**config.mk**
```make
export PLATFORM = sky130hd
export DESIGN_NAME = gpio_paged_ctrl
export DESIGN_NICKNAME = d
export VERILOG_FILES = /design/src/rtl/gpio_pkg.sv /design/src/rtl/gpio_sync.sv /design/src/rtl/gpio_port_bank.sv /design/src/rtl/gpio_bank_regs.sv /design/src/rtl/gpio_paged_ctrl.sv
export SDC_FILE = /design/constraint.sdc
export NUM_CORES = 1
export LEC_CHECK = 0
export ABC_CLOCK_PERIOD_IN_PS = 1600
export BUFFER_PORTS_ARGS = -buffer_cell sky130_fd_sc_hd__buf_2
export CAP_MARGIN = 20
export CORE_MARGIN = 2
export CORE_UTILIZATION = 45
export CTS_CLUSTER_SIZE = 8
export DETAILED_ROUTE_END_ITERATION = 8
export GPL_TIMING_DRIVEN = 0
export PLACE_DENSITY = 0.81
export SYNTH_ARGS = -nofsm -noshare
export SYNTH_HDL_FRONTEND = slang
export SYNTH_SLANG_ARGS = --single-unit
```
**constraint.sdc**
```tcl
create_clock -name clk -period 1.6 [get_ports clk]
set_clock_uncertainty 0.05 [all_clocks]
set_input_delay 0.08 -clock clk [delete_from_list [all_inputs] [get_ports clk]]
set_output_delay 0.08 -clock clk [all_outputs]
set_load 0.01 [all_outputs]
```
**src/rtl/gpio_pkg.sv**
```systemverilog
package gpio_pkg;
  typedef enum logic [1:0] {
    PG_NONE = 2'd0,
    PG_POL  = 2'd1,
    PG_EN   = 2'd2,
    PG_ID   = 2'd3
  } page_e;
endpackage

```
**src/rtl/gpio_sync.sv**
```systemverilog
module gpio_sync #(
  parameter int W      = 48,
  parameter int STAGES = 2
) (
  input  logic         clk,
  input  logic         rst,
  input  logic [W-1:0] d,
  output logic [W-1:0] q
);
  logic [STAGES-1:0][W-1:0] stage_q;

  // reset to all-high: a released open-drain pin idles high
  always_ff @(posedge clk) begin
    if (rst) begin
      stage_q <= '1;
    end else begin
      stage_q[0] <= d;
      for (int s = 1; s < STAGES; s++) stage_q[s] <= stage_q[s-1];
    end
  end

  assign q = stage_q[STAGES-1];
endmodule

```
**src/rtl/gpio_port_bank.sv**
```systemverilog
module gpio_port_bank #(
  parameter int NUM_PORTS = 6,
  parameter int PORT_W    = 8,
  parameter int ADDR_W    = 4
) (
  input  logic                        clk,
  input  logic                        rst,
  input  logic                        wr_en,
  input  logic [ADDR_W-1:0]           wr_addr,
  input  logic [PORT_W-1:0]           wdata,
  input  logic [NUM_PORTS-1:0]        lock,
  output logic [NUM_PORTS*PORT_W-1:0] drive
);
  generate
    for (genvar p = 0; p < NUM_PORTS; p++) begin : g_port
      logic [PORT_W-1:0] port_q;
      logic              hit;
      assign hit = wr_en && (wr_addr == ADDR_W'(p)) && !lock[p];
      always_ff @(posedge clk) begin
        if (rst)      port_q <= '0;
        else if (hit) port_q <= wdata;
      end
      assign drive[p*PORT_W +: PORT_W] = port_q;
    end
  endgenerate
endmodule

```
**src/rtl/gpio_bank_regs.sv**
```systemverilog
module gpio_bank_regs
  import gpio_pkg::*;
#(
  parameter int BYTES  = 3,
  parameter int W      = 8,
  parameter int ADDR_W = 4,
  parameter int BASE   = 8
) (
  input  logic                 clk,
  input  logic                 rst,
  input  logic                 wr_en,
  input  logic [ADDR_W-1:0]    wr_addr,
  input  logic [W-1:0]         wdata,
  input  page_e                page,
  output logic [BYTES*W-1:0]   pol,
  output logic [BYTES*W-1:0]   en,
  output logic [BYTES-1:0]     clr_stb
);
  generate
    for (genvar b = 0; b < BYTES; b++) begin : g_byte
      logic [W-1:0] pol_q, en_q;
      logic         clr_q;
      logic         hit;
      assign hit = wr_en && (wr_addr == ADDR_W'(BASE + b));
      always_ff @(posedge clk) begin
        if (rst) begin
          pol_q <= '0;
          en_q  <= '0;
          clr_q <= 1'b0;
        end else begin
          if (hit && page == PG_POL) pol_q <= wdata;
          if (hit && page == PG_EN)  en_q  <= wdata;
          clr_q <= hit && (page == PG_ID) && (wdata == '0);
        end
      end
      assign pol[b*W +: W] = pol_q;
      assign en[b*W +: W]  = en_q;
      assign clr_stb[b]    = clr_q;
    end
  endgenerate
endmodule

```
**src/rtl/gpio_paged_ctrl.sv**
```systemverilog
module gpio_paged_ctrl
  import gpio_pkg::*;
#(
  parameter int NUM_PORTS   = 6,
  parameter int PORT_W      = 8,
  parameter int BANK_BYTES  = 3,
  parameter int SYNC_STAGES = 2,
  parameter int ADDR_W      = 4,
  parameter int PEND_BITS   = 3
) (
  input  logic                            clk,
  input  logic                            rst,
  input  logic [ADDR_W-1:0]               bus_addr,
  input  logic                            bus_wr,
  input  logic [PORT_W-1:0]               bus_wdata,
  input  logic                            bus_rd,
  output logic [PORT_W-1:0]               bus_rdata,
  input  logic [NUM_PORTS*PORT_W-1:0]     pad_in,
  output logic [NUM_PORTS*PORT_W-1:0]     pad_drive_low,
  output logic [NUM_PORTS*PORT_W-1:0]     pin_sync,
  output logic [BANK_BYTES*PORT_W-1:0]    edge_pol,
  output logic [BANK_BYTES*PORT_W-1:0]    edge_en,
  output logic [BANK_BYTES-1:0]           id_clr_stb,
  input  logic [BANK_BYTES*PORT_W-1:0]    cap_id,
  input  logic [PORT_W-1:0]               cap_pending
);
  localparam int PINS     = NUM_PORTS * PORT_W;
  localparam int OFF_PEND = NUM_PORTS;
  localparam int OFF_PGLK = NUM_PORTS + 1;
  localparam int OFF_BANK = NUM_PORTS + 2;
  localparam logic [PORT_W-1:0] PEND_MASK = PORT_W'((1 << PEND_BITS) - 1);

  logic [PORT_W-1:0] pglk_q;
  page_e             page;
  logic [PORT_W-1:0] rd_next;

  assign page = page_e'(pglk_q[PORT_W-1 -: 2]);

  always_ff @(posedge clk) begin
    if (rst)                                            pglk_q <= '0;
    else if (bus_wr && bus_addr == ADDR_W'(OFF_PGLK))   pglk_q <= bus_wdata;
  end

  gpio_sync #(.W(PINS), .STAGES(SYNC_STAGES)) u_sync (
    .clk(clk), .rst(rst), .d(pad_in), .q(pin_sync)
  );

  gpio_port_bank #(.NUM_PORTS(NUM_PORTS), .PORT_W(PORT_W), .ADDR_W(ADDR_W)) u_ports (
    .clk(clk), .rst(rst), .wr_en(bus_wr), .wr_addr(bus_addr), .wdata(bus_wdata),
    .lock(pglk_q[NUM_PORTS-1:0]), .drive(pad_drive_low)
  );

  gpio_bank_regs #(.BYTES(BANK_BYTES), .W(PORT_W), .ADDR_W(ADDR_W), .BASE(OFF_BANK)) u_bank (
    .clk(clk), .rst(rst), .wr_en(bus_wr), .wr_addr(bus_addr), .wdata(bus_wdata),
    .page(page), .pol(edge_pol), .en(edge_en), .clr_stb(id_clr_stb)
  );

  always_comb begin
    rd_next = '0;
    for (int p = 0; p < NUM_PORTS; p++) begin
      if (bus_addr == ADDR_W'(p)) rd_next = ~pin_sync[p*PORT_W +: PORT_W];
    end
    if (bus_addr == ADDR_W'(OFF_PEND)) rd_next = cap_pending & PEND_MASK;
    if (bus_addr == ADDR_W'(OFF_PGLK)) rd_next = pglk_q;
    for (int b = 0; b < BANK_BYTES; b++) begin
      if (bus_addr == ADDR_W'(OFF_BANK + b)) begin
        case (page)
          PG_POL:  rd_next = edge_pol[b*PORT_W +: PORT_W];
          PG_EN:   rd_next = edge_en[b*PORT_W +: PORT_W];
          PG_ID:   rd_next = cap_id[b*PORT_W +: PORT_W];
          default: rd_next = '0;
        endcase
      end
    end
  end

  always_ff @(posedge clk) begin
    if (rst)         bus_rdata <= '0;
    else if (bus_rd) bus_rdata <= rd_next;
  end
endmodule

```
# --- Word level (Yosys, flattened, before mapping) ---
# Cells that the tools add are included.
# Widths: inputs -> output; s select.
classes:
  eq_ne: 13
  muxes: 14
  bitwise_logic: 6
  n_reduce_logical: 36
op_table:
  columns: ["cell", "count"]
  rows:
  - ["$mux 8", 11]
  - ["$pmux 8 s3", 3]
  - ["$not 8->8", 6]
  - ["$logic_and 1x1->1", 28]
  - ["$eq 4x3->1 const B", 4]
  - ["$eq 4x4->1 const B", 3]
  - ["$eq 4x2->1 const B", 2]
  - ["$logic_not 8->1", 1]
  - ["$logic_not 1->1", 6]
  - ["$eq 2x2->1 const B", 2]
  - ["$eq 4x1->1 const B", 1]
  - ["$logic_not 4->1", 1]
  - ["$eq 2x1->1 const B", 1]
totals:
  register_bits: 211
  inputBits: 96
  wordCells: 88

# --- Logic depth before layout (Yosys ltp) ---
# Gate-level depths: netlist of the first run.
depth:
  word_depth: 12
  ltp_mapped: 7
  mapped_depth_nobuf: 4

# --- Hierarchy ---
# From an unflattened synthesis of the first run, not the netlist that was laid out.
hier_totals:
  hier_cells: 843
  hier_area_um2: 8765.9
by_module_without_submodules:
  columns: ["module", "instances", "cells_each", "area_per_inst_um2", "seq_area_each_um2"]
  rows:
  - ["gpio_sync", 1, 250, 2957.8, 1921.8]
  - ["gpio_bank_regs", 1, 187, 2074.5, 1021.0]
  - ["gpio_port_bank", 1, 177, 1939.4, 960.9]
  - ["gpio_paged_ctrl", 1, 229, 1794.2, 320.3]

# --- Worst setup path after synthesis of the first run ---
# OpenSTA, ideal clock, no wires.
synth_path:
  path_type: "register -> register"
  startpoint: "register pglk_q[6]"
  endpoint: "register bus_rdata[7]"
  setup_ps: 137
  arrival_time_ps: 1474
  slack_ps: -61
  path_stages_with_launch: 7
  synth_period_minus_slack_ps: 1661
  cell_sequence: "dfxtp_1 -> buf_2 -> buf_2 -> mux2_2 -> a22o_1 -> a22oi_1 -> a311oi_1"
synth_between:
  elab_chain_cells: 5
synth_rtl:
  columns: ["element", "line_no", "source"]
  rows:
  - ["start: declaration", "gpio_paged_ctrl.sv:33", "logic [PORT_W-1:0] pglk_q;"]
  - ["start signal: assignment", "gpio_paged_ctrl.sv:41", "else if (bus_wr && bus_addr == ADDR_W'(OFF_PGLK)) pglk_q <= bus_wdata;"]
  - ["$eq 2x2->1 or $eq 2x1->1 (tied branches)", "gpio_paged_ctrl.sv:67", "case (page)"]
  - ["$pmux 8 s3", "gpio_paged_ctrl.sv:67", null]
  - ["$mux 8 (2 in series)", "gpio_paged_ctrl.sv:66", "if (bus_addr == ADDR_W'(OFF_BANK + b)) begin"]
  - ["$mux 8 (*)", "gpio_paged_ctrl.sv:66", null]
  - ["end signal: assignment", "gpio_paged_ctrl.sv:79", "else if (bus_rd) bus_rdata <= rd_next;"]
  - ["end: declaration", "gpio_paged_ctrl.sv:17", "output logic [PORT_W-1:0] bus_rdata,"]
# Mark *: on every way between the ends. The rest lies on a longest branch, timed or not.
# A chain may end at the register's enable or synchronous reset.

# --- Worst setup path after layout of the first run ---
layout_path:
  startpoint: "register pglk_q[6]"
  endpoint: "register u_bank.g_byte[0].en_q[7]"
layout_between:
  elab_chain_cells: 2
layout_rtl:
  columns: ["element", "line_no", "source"]
  rows:
  - ["$eq 2x2->1", "gpio_bank_regs.sv:32", "if (hit && page == PG_EN) en_q <= wdata;"]
  - ["$logic_and 1x1->1", "gpio_bank_regs.sv:32", null]
  - ["end signal: assignment", "gpio_bank_regs.sv:32", null]
  - ["end: declaration", "gpio_bank_regs.sv:21", "logic [W-1:0] pol_q, en_q;"]
# No other way between the ends.

==> reports/summary.log, run 1 <==
[power] Worst VDD drop 0.967 mV
[die] number of placed I/O pins 251
[routing] drc violations 0
[timing] number of failing hold endpoints at the final stage 0
[cts] clock transition at the registers of the reported paths 0.05 ns
[cts] number of sinks handled by clock tree synthesis 211
[critical_path] Critical R2R Launch pglk_q[6]
[cts] maximum buffer depth of the clock tree 3
[timing] fin. max-slew vios 0
[grt] vias in the first global route 7131
[synthesis] dominant register cell in the synthesized netlist sky130_fd_sc_hd__dfxtp_1
[finish] # fillers 1345
[synthesis] number of flops mapped to enable cells by yosys 0
[timing] RSZ-0062 raised after global routing yes
[die] cell row count 49
[synthesis] number of warnings printed during yosys synthesis 0
[timing] tightest hold margin 0.0486 ns
[timing] crit share post-route 113%
[grt] global-route wire length before repair 39800 µm
[cts] CTS root buffer sky130_fd_sc_hd__clkbuf_16
[worst_hold_path] number of cells traversed by the worst hold path 3
[routing] initial DRC count 567
[routing] Detail Route Antenna Nets 0
[synthesis] share of synthesized area occupied by flip-flops and latches 50.5%
[placement] final HPWL from detailed placement 18100 µm
[worst_hold_path] endpoint of the worst hold path u_bank.g_byte[2].clr_q
[critical_path] Crit Path Max Fanout 8
[timing] final number of setup-violating endpoints 41
[timing] sum of negative setup slack -3.46 ns
[routing] Total Routed Length 27200 µm
[critical_path] register-to-register path setup slack -0.21 ns
[worst_hold_path] launch point of the worst hold path bus_wr
[finish] design area 11700 µm²
[timing] actual slew at the worst max-slew pin 0.786 ns
[placement] routability congestion estimate from global placement 0.902
[routing] Via-to-Cell Ratio 5.35
[power] leakage power figure 0.00543 µW
[finish] share of final-layout standard cells stronger than drive strength 1 46.7%
[synthesis] post-synthesis sequential element count 211
[critical_path] required arrival time at the worst endpoint 1.96 ns
[finish] Net count, final 1244
[finish] signed area change from the synthesized netlist to the final layout 39.9%
[critical_path] r2r worst-path depth 7
[placement] placement-stage cell area 9890 µm²
[cts] H-tree depth reported by CTS 1
[synthesis] syn_area_per_cell 10.5 µm²
[run_status] violated checks negative setup slack
[grt] overall fraction of global-route tracks in use 26.1%
[synthesis] share of synthesized flip-flops with an asynchronous set or reset 0%
[die] core area 18100 µm²
[critical_path] arrival time of data at the critical path endpoint 2.17 ns
[grt] pin count of the biggest net entering global routing 16
[synthesis] number of distinct library cells after synthesis 44
[run_status] run status finished with violations
[routing] Wirelength per Cell 19.7 µm
[routing] DR vias 7383
[cts] clock latency of the later-clocked register in the worst-skew pair 0.54 ns
[grt] GR Layer Usage met1 31.8%
[grt] antenna violations before repair 2
[routing] number of iterations in the first detailed-routing pass 6
[die] die area 19700 µm²
[cts] TritonCTS clock tree done
[critical_path] type of element capturing the critical path register
[die] Starting Density 46.3%
[synthesis] cell types with the largest area share after synthesis sky130_fd_sc_hd__dfxtp_1, sky130_fd_sc_hd__mux2i_1, sky130_fd_sc_hd__or2_2, sky130_fd_sc_hd__nor2_1, sky130_fd_sc_hd__buf_4
[synthesis] area fraction of the dominant cell type after synthesis 50.5%
[critical_path] Crit Reg-Reg Endpoint u_bank.g_byte[0].en_q[7]
[cts] CTS buffer count 30
[die] die width 140 µm
[grt] met3 track demand over resource 4.58%
[timing] fmax 553 MHz
[grt] global routing met2 resource utilization 46.0%
[die] die boundary height 140 µm
[critical_path] critical path class reg2reg
[timing] final worst setup slack -0.209 ns
[timing] shortest period the worst path allows 1.81 ns
[critical_path] Critical Path Source Type register
[synthesis] syn nets 892
[synthesis] synthesized instance count 796
[critical_path] source of the critical timing path pglk_q[6]
[power] power per cell area 1020 nW/µm²
[synthesis] netlist area before placement 8370 µm²
[placement] IO Port Bufs 243
[finish] Util after Layout 64.7%
[grt] grt ovf 0
[grt] most used routing layer in global routing met2
[synthesis] library cell with the largest summed area after synthesis sky130_fd_sc_hd__dfxtp_1
[run] reported max-cap violation count 0
[timing] Relative slew margins 47.6%
[worst_hold_path] worst hold path type in2reg
-- sequential cells by signal, summed over array words and instances, names as in the netlist --
name,flops
u_bank.g_byte.pol_q,24
u_ports.g_port.port_q,48
u_bank.g_byte.en_q,24
pglk_q,8
u_sync.stage_q,48
bus_rdata,8
u_sync.q,48
u_bank.g_byte.clr_q,3
-- worst max-delay path by stage --
stage | end | cells past startpoint
after floorplan | bus_rdata[5] | 5
after global placement | bus_rdata[2] | 5
after detailed placement | bus_rdata[2] | 5
after CTS | bus_rdata[2] | 6
after global routing | u_bank.g_byte[0].en_q[7] | 7
final | u_bank.g_byte[0].en_q[7] | 7
-- per-layer routing --
metal | vias up | share of wire (%)
li1 | 3359 | -
met1 | 3523 | 38
met2 | 412 | 50
met3 | 89 | 7.9
met4 | 0 | 4.2
met5 | - | 0
-- synthesized netlist by cell type, types with 2 or more instances --
| master | n |
|---|---|
| sky130_fd_sc_hd__nor2b_1 | 5 |
| sky130_fd_sc_hd__nand2_1 | 10 |
| sky130_fd_sc_hd__a21oi_1 | 12 |
| sky130_fd_sc_hd__nor3_2 | 5 |
| sky130_fd_sc_hd__inv_2 | 2 |
| sky130_fd_sc_hd__mux4_2 | 9 |
| sky130_fd_sc_hd__or2_2 | 97 |
| sky130_fd_sc_hd__a311oi_1 | 8 |
| sky130_fd_sc_hd__buf_6 | 2 |
| sky130_fd_sc_hd__nor4_1 | 3 |
| sky130_fd_sc_hd__nand3_1 | 9 |
| sky130_fd_sc_hd__buf_1 | 2 |
| sky130_fd_sc_hd__and2b_1 | 2 |
| sky130_fd_sc_hd__a221oi_1 | 6 |
| sky130_fd_sc_hd__mux2i_1 | 96 |
| sky130_fd_sc_hd__buf_2 | 10 |
| sky130_fd_sc_hd__a211oi_1 | 2 |
| sky130_fd_sc_hd__nor3_1 | 2 |
| sky130_fd_sc_hd__or3_1 | 2 |
| sky130_fd_sc_hd__mux2_2 | 29 |
| sky130_fd_sc_hd__a211o_1 | 3 |
| sky130_fd_sc_hd__clkbuf_1 | 42 |
| sky130_fd_sc_hd__inv_1 | 7 |
| sky130_fd_sc_hd__o22ai_1 | 3 |
| sky130_fd_sc_hd__dfxtp_1 | 211 |
| sky130_fd_sc_hd__a22oi_1 | 9 |
| sky130_fd_sc_hd__nand2b_4 | 2 |
| sky130_fd_sc_hd__or4_1 | 2 |
| sky130_fd_sc_hd__buf_4 | 52 |
| sky130_fd_sc_hd__a22o_1 | 25 |
| sky130_fd_sc_hd__nor2_1 | 108 |
| sky130_fd_sc_hd__nand2b_1 | 7 |
-- stage by stage --
| step | total power, µW | cells | setup slack [ns] |
|---|---|---|---|
| 2_1_floorplan | 6040 | 796 | -0.0292 |
| 3_3_place_gp | 6380 | 1268 | -0.452 |
| 3_5_place_dp | 6390 | 1268 | -0.513 |
| 4_1_cts | 11900 | 1374 | -0.118 |
| 5_1_grt | 12300 | 1380 | -0.240 |
| 6_report | 11900 | 1380 | -0.209 |
-- worst max-delay path: stages (launching register included) --
cell	delay, ns
sky130_fd_sc_hd__dfxtp_4	0.36
sky130_fd_sc_hd__buf_8	0.14
sky130_fd_sc_hd__buf_6	0.12
sky130_fd_sc_hd__nand2b_4	0.15
sky130_fd_sc_hd__or4_4	0.43
sky130_fd_sc_hd__buf_8	0.17
sky130_fd_sc_hd__mux2i_1	0.20
sky130_fd_sc_hd__nor2_1	0.07
-- cells by family (layout without fill, tap and decap cells) --
group | after synthesis | in the layout | synth area share (%)
AND/OR/NAND/NOR | 263 | 263 | 17.0
flip-flops | 211 | 211 | 50.5
multiplexers | 135 | 135 | 18.1
buffers and inverters | 117 | 470 | 7.91
AO/OA/AOI/OAI | 70 | 70 | 6.49
other | 0 | 2 | 0
-- cell type report --
cell class	count	area [µm²]	area share, %
inverters	9	33.8	0.289
clock inverters	2	21.3	0.182
well taps	229	287	2.45
multi-input cells	468	3650	31.2
plain buffers	108	692	5.91
flip-flops and latches	211	4230	36.1
repair buffers	320	2030	17.3
clock buffers	31	764	6.53
diodes	2	5.00	0.0427
-- report_power, final --
group          total (µW)  internal, µW  switching (µW)
combinational         991           495             496
clock                5480          3310            2160
sequential           5470          5410            65.3
-- timing repair --
item / CTS / global route
pin swaps: 18 / 18
resized for setup: 49 / 10
endpoints found under the setup margin: 73 / 56
cloned: 0 / 0
endpoints found under the hold margin: 83 / 0
hold buffers: 57 / 0
buffers inserted: 17 / 4
-- placed cells by master (no fill, tap or decap), drive strengths merged, types with 10 or more instances in the layout --
cell type,Yosys,final
mux2,29,29
dfxtp,211,211
clkbuf,42,72
mux4,10,10
a21oi,12,12
mux2i,96,96
dlygate4sd3,0,57
buf,66,330
a22o,25,25
or2,97,97
nor2,108,108
nand2,10,10
Power figures use the tool's default switching activity.
==> run 2, diff against run 1 <==
SETUP_SLACK_MARGIN = 0.4   (was default)
==> run 2 against run 1 <==
  * The run still ends with negative setup slack left
  * Worst setup slack better by 0.030 ns
  * Critical path depth decreased by 1
  * Sequential power about the same
  * Non-clock buffer count grew 3
  * Final area increased by 6.7%
  * Die area unchanged
  * Clock power is essentially flat
  * Via count up 0.35%
  * Sequential share of layout area is 1.5 points lower
  * Combinational power grew 14%
  * Cell count up 0.29%
  * Register-to-register slack better by 0.03 ns
  * Largest power group is now sequential cells
==> reports/summary.log, run 2 (synthesis results as in run 1) <==
[timing] fmax 562 MHz
[cts] clock transition at the registers of the reported paths 0.05 ns
[critical_path] Critical Path Source Type register
[critical_path] r2r worst-path depth 6
[placement] placement-stage cell area 10000 µm²
[placement] final HPWL from detailed placement 17900 µm
[finish] Net count, final 1247
[critical_path] cell-by-cell trace of the critical path buf_4, nand2b_4, or4_4, buf_6, mux2i_2, nor2_1
[die] core area 18100 µm²
[critical_path] Critical R2R Launch pglk_q[6]
[grt] pin count of the biggest net entering global routing 16
[die] Starting Density 46.3%
[critical_path] biggest cell delay along the critical path 0.49 ns
[finish] share of final-layout standard cells stronger than drive strength 1 54.4%
[timing] Relative slew margins 46.7%
[critical_path] Crit Reg-Reg Endpoint u_bank.g_byte[0].pol_q[0]
[cts] maximum buffer depth of the clock tree 3
[finish] signed area change from the synthesized netlist to the final layout 49.3%
[critical_path] Crit Path Max Fanout 8
[worst_hold_path] worst hold path type in2reg
[timing] actual slew at the worst max-slew pin 0.800 ns
[die] die boundary height 140 µm
[placement] placed cell count 1268
[finish] number of cells in the finished layout apart from fillers 1384
[routing] Wirelength per Cell 21.2 µm
[die] die width 140 µm
[routing] Via-to-Cell Ratio 5.35
[grt] antenna violations before repair 2
[timing] fin. max-slew vios 0
[routing] Detail Route Antenna Nets 0
[finish] # fillers 1182
[finish] leading cell types in the layout, fill and taps excluded sky130_fd_sc_hd__buf_2, sky130_fd_sc_hd__dfxtp_1, sky130_fd_sc_hd__buf_6
[critical_path] arrival time of data at the critical path endpoint 2.12 ns
[placement] routability congestion estimate from global placement 0.879
[cts] CTS buffer count 30
[run_status] run status finished with violations
[grt] grt ovf 0
[power] power per cell area 969 nW/µm²
[routing] drc violations 0
[critical_path] required arrival time at the worst endpoint 1.94 ns
[worst_hold_path] launch point of the worst hold path bus_wr
[timing] number of failing hold endpoints at the final stage 0
[critical_path] type of element capturing the critical path register
[critical_path] Max stage delay cell, worst path sky130_fd_sc_hd__or4_4
[power] leakage power figure 0.00573 µW
[power] overall power after layout 12100 µW
[power] Worst VDD drop 0.823 mV
[cts] H-tree depth reported by CTS 1
[routing] Total Routed Length 29300 µm
[die] die area 19700 µm²
[finish] Util after Layout 69.1%
[placement] IO Port Bufs 243
[run_status] violated checks negative setup slack
[die] cell row count 49
[grt] global-route wire length before repair 43000 µm
[finish] design area 12500 µm²
[run] reported max-cap violation count 0
[timing] crit share post-route 111%
[die] number of placed I/O pins 251
[finish] most common cell after layout, fill and taps aside sky130_fd_sc_hd__buf_2
[critical_path] register-to-register path setup slack -0.18 ns
[timing] shortest period the worst path allows 1.78 ns
[cts] CTS root buffer sky130_fd_sc_hd__clkbuf_16
[critical_path] critical path class reg2reg
[cts] TritonCTS clock tree done
[grt] vias in the first global route 7580
[grt] overall fraction of global-route tracks in use 28.3%
[critical_path] source of the critical timing path pglk_q[6]
[routing] DR vias 7409
[cts] clock latency of the later-clocked register in the worst-skew pair 0.55 ns
[routing] number of iterations in the first detailed-routing pass 7
[routing] initial DRC count 515
[critical_path] critical path endpoint u_bank.g_byte[0].pol_q[0]
[timing] final number of setup-violating endpoints 28
[cts] number of sinks handled by clock tree synthesis 211
[timing] RSZ-0062 raised after global routing yes
[timing] final worst setup slack -0.179 ns
[placement] pre-CTS setup slack -0.355 ns
==> run 2: cell count changes in the layout (fill, tap and decap cells not counted), moves of 3 or more <==
| cell | change |
|---|---|
| sky130_fd_sc_hd__clkbuf_1 | -6 |
| sky130_fd_sc_hd__mux2i_1 | -3 |
| sky130_fd_sc_hd__clkbuf_2 | +6 |
| sky130_fd_sc_hd__buf_2 | -60 |
| sky130_fd_sc_hd__dfxtp_1 | -73 |
| sky130_fd_sc_hd__buf_6 | +110 |
| sky130_fd_sc_hd__buf_4 | -52 |
| sky130_fd_sc_hd__dfxtp_2 | +70 |
| sky130_fd_sc_hd__dfxtp_4 | +3 |
| sky130_fd_sc_hd__mux2i_2 | +3 |
==> run 2: stage by stage <==
stage,TNS [ns],hold WS [ns]
floorplan,0,0.134
global placement,-12.84,0.213
detailed placement,-14.89,0.214
CTS,-1.33,0.00289
global route,-3.45,0.0415
finish,-2.32,0.0234
==> run 2: area by class of cell <==
type | count | area [µm²] | area share (%)
diodes | 2 | 5.00 | 0.0401
plain buffers | 108 | 972 | 7.78
clock buffers | 32 | 758 | 6.07
clock inverters | 2 | 21.3 | 0.170
inverters | 9 | 33.8 | 0.270
multi-input cells | 468 | 3680 | 29.4
flip-flops and latches | 211 | 4330 | 34.6
well taps | 229 | 287 | 2.29
repair buffers | 323 | 2410 | 19.3
==> run 2: per-layer routing <==
layer,global-route usage [%],vias up,share of wire (%)
met4,12.3,0,4.7
li1,-,3364,-
met1,33.5,3522,37
met5,0,-,0
met3,5.30,96,8.3
met2,50.3,427,50
==> run 2: worst min path at each step <==
stage	end	slack (ns)	cells past startpoint
floorplan	u_sync.stage_q[0]	0.13	1
global placement	u_sync.stage_q[47]	0.21	2
detailed placement	u_sync.stage_q[47]	0.21	2
CTS	pglk_q[1]	0.003	4
global route	u_bank.g_byte[2].clr_q	0.04	4
finish	pglk_q[1]	0.02	4
==> run 2: what timing repair did <==
action / CTS / global route
setup buffers: 17 / 4
pin swaps: 19 / 28
hold buffers: 58 / 0
endpoints found under the hold margin: 83 / 0
setup endpoints to repair: 154 / 170
gates cloned: 1 / 0
resized for setup: 200 / 62
==> run 2: power by group <==
group / internal, µW / switching (µW)
clock: 3280 / 2200
combinational: 601 / 533
sequential: 5410 / 81.1
total: 9300 / 2810
==> run 2: worst max-delay path, delay by kind of cell (launching register included) <==
kind	cells	cell delay, ns
mux	1	0.21
flops	1	0.41
buf+inv	2	0.32
simple gates	3	0.65
